===== config.mk =====
export PLATFORM = sky130hd
export DESIGN_NAME = mdm_status_reg
export DESIGN_NICKNAME = d
export VERILOG_FILES = /design/src/rtl/mdm_pkg.sv /design/src/rtl/mdm_rst_sync.sv /design/src/rtl/mdm_sync.sv /design/src/rtl/mdm_delta.sv /design/src/rtl/mdm_status_reg.sv
export SDC_FILE = /design/constraint.sdc
export NUM_CORES = 1
export LEC_CHECK = 0
export ABC_CLOCK_PERIOD_IN_PS = 900
export BUFFER_PORTS_ARGS = -buffer_cell sky130_fd_sc_hd__buf_4
export CAP_MARGIN = 20
export CELL_PAD_IN_SITES_DETAIL_PLACEMENT = 1
export CELL_PAD_IN_SITES_GLOBAL_PLACEMENT = 1
export CORE_MARGIN = 2
export CORE_UTILIZATION = 32
export DETAILED_ROUTE_END_ITERATION = 8
export PLACE_DENSITY = 0.68
export SLEW_MARGIN = 10
export SYNTH_ARGS = -nofsm -noshare
export SYNTH_HDL_FRONTEND = slang
export SYNTH_SLANG_ARGS = --single-unit

===== constraint.sdc =====
create_clock -name clk -period 0.9 [get_ports clk]
set_clock_uncertainty 0.1 [all_clocks]
set_input_delay 0.09 -clock clk [delete_from_list [all_inputs] [get_ports clk]]
set_output_delay 0.09 -clock clk [all_outputs]
set_load 0.05 [all_outputs]

===== src/rtl/mdm_pkg.sv =====
package mdm_pkg;
  localparam int unsigned LINES = 4;
  localparam int unsigned SYNC_STAGES = 2;
  localparam int unsigned RST_STAGES = 2;
  localparam int unsigned STAT_W = 2 * LINES;
  // Line order inside every nibble: 0 clear-to-send, 1 set-ready, 2 ring, 3 carrier
  localparam logic [LINES-1:0] TRAIL_ONLY = 4'b0100;
endpackage


===== src/rtl/mdm_rst_sync.sv =====
module mdm_rst_sync #(
  parameter int unsigned STAGES = 2
) (
  input  logic clk,
  input  logic rst_n,
  output logic rst_q_n
);
  logic [STAGES-1:0] chain_q;
  logic [STAGES-1:0] chain_d;

  always_comb begin
    chain_d = {chain_q[STAGES-2:0], 1'b1};
  end

  always_ff @(posedge clk or negedge rst_n) begin
    if (!rst_n) chain_q <= '0;
    else        chain_q <= chain_d;
  end

  assign rst_q_n = chain_q[STAGES-1];
endmodule


===== src/rtl/mdm_sync.sv =====
module mdm_sync #(
  parameter int unsigned W = 4,
  parameter int unsigned STAGES = 2,
  parameter logic [W-1:0] RST_VAL = '1
) (
  input  logic         clk,
  input  logic         rst_n,
  input  logic [W-1:0] d,
  output logic [W-1:0] q
);
  logic [W-1:0] stg_q [STAGES];

  genvar s;
  generate
    for (s = 0; s < STAGES; s++) begin : g_stage
      logic [W-1:0] stg_d;
      if (s == 0) begin : g_first
        assign stg_d = d;
      end else begin : g_next
        assign stg_d = stg_q[s-1];
      end
      always_ff @(posedge clk or negedge rst_n) begin
        if (!rst_n) stg_q[s] <= RST_VAL;
        else        stg_q[s] <= stg_d;
      end
    end
  endgenerate

  assign q = stg_q[STAGES-1];
endmodule


===== src/rtl/mdm_delta.sv =====
module mdm_delta #(
  parameter int unsigned N = 4,
  parameter logic [N-1:0] TRAIL = '0
) (
  input  logic         clk,
  input  logic         rst_n,
  input  logic         clr,
  input  logic [N-1:0] act,
  output logic [N-1:0] lvl_q,
  output logic [N-1:0] flag_q
);
  logic [N-1:0] set;
  logic [N-1:0] lvl_d;
  logic [N-1:0] flag_d;
  logic         lvl_en;
  logic         flag_en;

  genvar i;
  generate
    for (i = 0; i < N; i++) begin : g_line
      if (TRAIL[i]) begin : g_trail
        // asserted level falling means the pin returned high
        assign set[i] = lvl_q[i] & ~act[i];
      end else begin : g_any
        assign set[i] = lvl_q[i] ^ act[i];
      end
    end
  endgenerate

  always_comb begin
    lvl_d   = act;
    lvl_en  = |(act ^ lvl_q);
    flag_d  = set | (flag_q & ~{N{clr}});
    flag_en = clr | (|set);
  end

  always_ff @(posedge clk or negedge rst_n) begin
    if (!rst_n) begin
      lvl_q  <= '0;
      flag_q <= '0;
    end else begin
      if (lvl_en)  lvl_q  <= lvl_d;
      if (flag_en) flag_q <= flag_d;
    end
  end
endmodule


===== src/rtl/mdm_status_reg.sv =====
module mdm_status_reg
  import mdm_pkg::*;
(
  input  logic              clk,
  input  logic              rst_n,
  input  logic              rd_stb,
  input  logic              loop_en,
  input  logic              ctl_rts,
  input  logic              ctl_dtr,
  input  logic              ctl_out1,
  input  logic              ctl_out2,
  input  logic              msi_en,
  input  logic              cts_n,
  input  logic              dsr_n,
  input  logic              ri_n,
  input  logic              dcd_n,
  output logic [STAT_W-1:0] stat_q,
  output logic              irq
);
  logic             rst_q_n;
  logic [LINES-1:0] pin_raw_n;
  logic [LINES-1:0] pin_sync_n;
  logic [LINES-1:0] ctl_vec;
  logic [LINES-1:0] act;
  logic [LINES-1:0] lvl_q;
  logic [LINES-1:0] flag_q;

  mdm_rst_sync #(.STAGES(RST_STAGES)) u_rst (
    .clk    (clk),
    .rst_n  (rst_n),
    .rst_q_n(rst_q_n)
  );

  assign pin_raw_n = {dcd_n, ri_n, dsr_n, cts_n};
  assign ctl_vec   = {ctl_out2, ctl_out1, ctl_dtr, ctl_rts};

  mdm_sync #(.W(LINES), .STAGES(SYNC_STAGES), .RST_VAL('1)) u_sync (
    .clk  (clk),
    .rst_n(rst_q_n),
    .d    (pin_raw_n),
    .q    (pin_sync_n)
  );

  always_comb begin
    act = loop_en ? ctl_vec : ~pin_sync_n;
  end

  mdm_delta #(.N(LINES), .TRAIL(TRAIL_ONLY)) u_delta (
    .clk   (clk),
    .rst_n (rst_q_n),
    .clr   (rd_stb),
    .act   (act),
    .lvl_q (lvl_q),
    .flag_q(flag_q)
  );

  assign stat_q = {lvl_q, flag_q};
  assign irq    = msi_en & (|flag_q);
endmodule


==> reports/qor.csv <==
stage,metric,value,unit
die,rows,15,
timing,finalCritPeriodShare,171,%
clock_tree,root_buffer,clkbuf_4,
clock_tree,cts_tree,yes,
timing,tns,-4.52,ns
synthesis,synth_area_leader_cell,dfrtp_1,
final_layout,areaGrowthSynthToFinish,94.3,%
timing,fin_hold_ws,-0.0541,ns
critical_path,crit_family,compound AO/OA/AOI/OAI gates,
clock_tree,cts.sinks,18,
grt,grt_pass1_wl,2320,µm
place,hpwl,1040,µm
detailed_routing,drt-wirelength-per-cell,14.2,µm
detailed_routing,drt-initial-drc-count,4,
timing,final_hold_viol_count,3,
clock_tree,holdBufCountCts,7,
critical_path,worstSetupPathDepth,2,
die,die_y,47.7,µm
timing,fmax,648,MHz
worst_hold_path,hp-class,input pin to flop,
critical_path,r2r_slack,-0.60,ns
critical_path,reg2reg_depth,5,
synthesis,syn_inst,43,
critical_path,cp.required,0.71,ns
clock_tree,clkTransAtPathRegs,0.10,ns
grt,grt_max_degree,16,
place,io_buffer_count,21,
die,core,1760,µm²
die,start_util,34.7,%
critical_path,cp_cell_sequence,"o41a_4, buf_8",
die,die_w,47.7,µm
detailed_routing,drc,0,
synthesis,synth_area_leaders,"dfrtp_1, dfstp_2, xnor2_1",
timing,finalCriticalPeriod,1.54,ns
power,powerDensity,1820,nW/µm²
timing,maxSlewViolCount,0,
synthesis,synth_top_area_share,40.9,%
place,gp_congestion,0.654,
critical_path,cp_data_arrival_time,1.35,ns
critical_path,critPathCaptureType,output pin,
detailed_routing,dr.pass1.iters,3,
critical_path,rr_endpoint,u_delta.lvl_q[2],
detailed_routing,viasPerCell,4.41,
place,place_ws,-0.579,ns
critical_path,reg2reg_from,u_sync.q[2],
grt,antenna_found_initial,0,
job,cap_violations,0,
clock_tree,worstSkewPairLatency,0.29,ns
critical_path,crit_end,irq,
final_layout,diodes,0,
clock_tree,h-tree-depth,1,
critical_path,critPathLaunch,u_delta.flag_q[0],
place,placed_cells,99,
synthesis,ys_types,13,
grt,grt-ovfl-total,0,
power,p_leak,0.574,nW
critical_path,critPathBufInv,1,
clock_tree,cts_made_buffers,3,
grt,grt_pass1_vias,528,
detailed_routing,ant_nets,0,
synthesis,ys_ff_latch,18,
timing,setup_viol,14,
die,dieArea,2280,µm²
final_layout,fillCellCount,181,
synthesis,syn_avg_cell_area,14.2,µm²
grt,grt_usage,15.4,%
final_layout,layout-drive-gt1-share,71.4,%
critical_path,startpoint_type,flop,
synthesis,yosysWarnings,0,
power,peakVddDrop,1.26,mV
status,status,"finished, violations left",
final_layout,final_cells,116,
power,power,2.16,mW
critical_path,crit_type,flop to output pin,
synthesis,synth_area,612,µm²
timing,fin_ws,-0.643,ns
timing,rsz0062_at_grt,yes,
detailed_routing,routed_wl,1650,µm
synthesis,synth_seq_area_share,75.3,%
final_layout,nNetsFinal,106,
clock_tree,clockBufferDepth,2,
critical_path,cpMaxStageDelayCell,o41a_4,
status,violations,"negative hold slack, negative setup slack",
die,io_pins,22,
critical_path,crit_path_max_incr_delay,0.47,ns
synthesis,syn-num-nets,57,
critical_path,cp_max_fo,2,
detailed_routing,num_vias,511,
==> worst register-to-register path, cell delays in order (launching register included) <==
cell     delay [ns]
dfstp_2        0.54
inv_2          0.03
mux2i_2        0.19
ha_1           0.29
nand4_1        0.10
mux2i_1        0.18
==> cell usage in the layout (no fill, tap or decap), types with 2 or more instances in the layout <==
cell type,netlist,final
dlygate4sd3_1,0,7
clkbuf_4,0,3
xnor2_2,0,3
buf_8,0,8
dfrtp_2,0,6
dfstp_2,8,8
buf_6,0,8
nand2_1,3,3
buf_4,0,20
dfrtp_1,10,4
inv_1,6,5
o21ai_2,0,4
o21ai_1,4,2
==> state kept, by name, indices dropped and copies added (netlist names) <==
signal,cells
u_delta.flag_q,4
u_delta.lvl_q,4
u_sync.g_stage.stg_d,4
u_sync.q,4
u_rst.chain_q,2
==> worst min path at each step <==
stage,from,end,cells after the start
2_1_floorplan,rst_n,u_rst.chain_q[0],0
3_3_place_gp,rst_n,u_rst.chain_q[0],1
3_5_place_dp,rst_n,u_rst.chain_q[1],1
4_1_cts,ctl_rts,u_delta.lvl_q[0],3
5_1_grt,ctl_dtr,u_delta.lvl_q[1],3
6_report,ctl_dtr,u_delta.lvl_q[1],3
==> area by class of cell <==
cell class	instances	area [µm²]	share of cell area, %
clock buffers	4	36.3	3.05
multi-input cells	19	180	15.2
repair buffers	44	450	37.9
inverters	6	22.5	1.89
well taps	25	31.3	2.63
flip-flops and latches	18	468	39.4
==> cell families after synthesis <==
family          Yosys count  synth area share [%]
flops                    18                  75.3
mux                       2                  3.27
buf+inv                   6                  3.68
other cells               1                 0.613
xor+xnor                  3                  4.30
fa+ha+maj                 1                  2.04
compound gates            8                  7.98
simple gates              4                  2.86
==> power by group <==
group / switching (mW) / internal [mW] / total, mW / leakage, nW
registers: 0.0555 / 0.896 / 0.951 / 0.194
logic: 0.347 / 0.374 / 0.721 / 0.359
clock network: 0.246 / 0.246 / 0.492 / 0.0210
total: 0.649 / 1.52 / 2.16 / 0.574
==> timing repair <==
action | in CTS | in global routing
endpoints found under the setup margin | 14 | 14
endpoints found under the hold margin | 12 | 3
resized for setup | 25 | 5
pin swaps | 6 | 1
setup buffers | 5 | 1
==> layer usage <==
layer / share of wire [%] / wire length [µm] / vias to the layer above / track usage, %
met5: 0 / 0 / - / 0
met4: 1.9 / 32 / 0 / 6.49
met3: 4.4 / 73 / 4 / 3.40
met2: 61 / 1010 / 18 / 30.9
met1: 32 / 530 / 256 / 14.5
li1: - / - / 233 / -
==> cell usage after synthesis <==
master	n
dfrtp_1	10
dfstp_2	8
inv_1	6
o21ai_1	4
nand2_1	3
xnor2_1	3
mux2i_1	2
o21ai_0	2
a21o_1	1
conb_1	1
ha_1	1
nand4_1	1
o41a_1	1
==> stage by stage <==
stage | util, % | cell area, µm²
floorplan | - | 641
global placement | 52.0 | 917
detailed placement | 52.0 | 917
CTS | 65.7 | 1160
global route | 67.4 | 1190
finish | 67.4 | 1190
No activity file was read; power rests on OpenSTA's default activity.
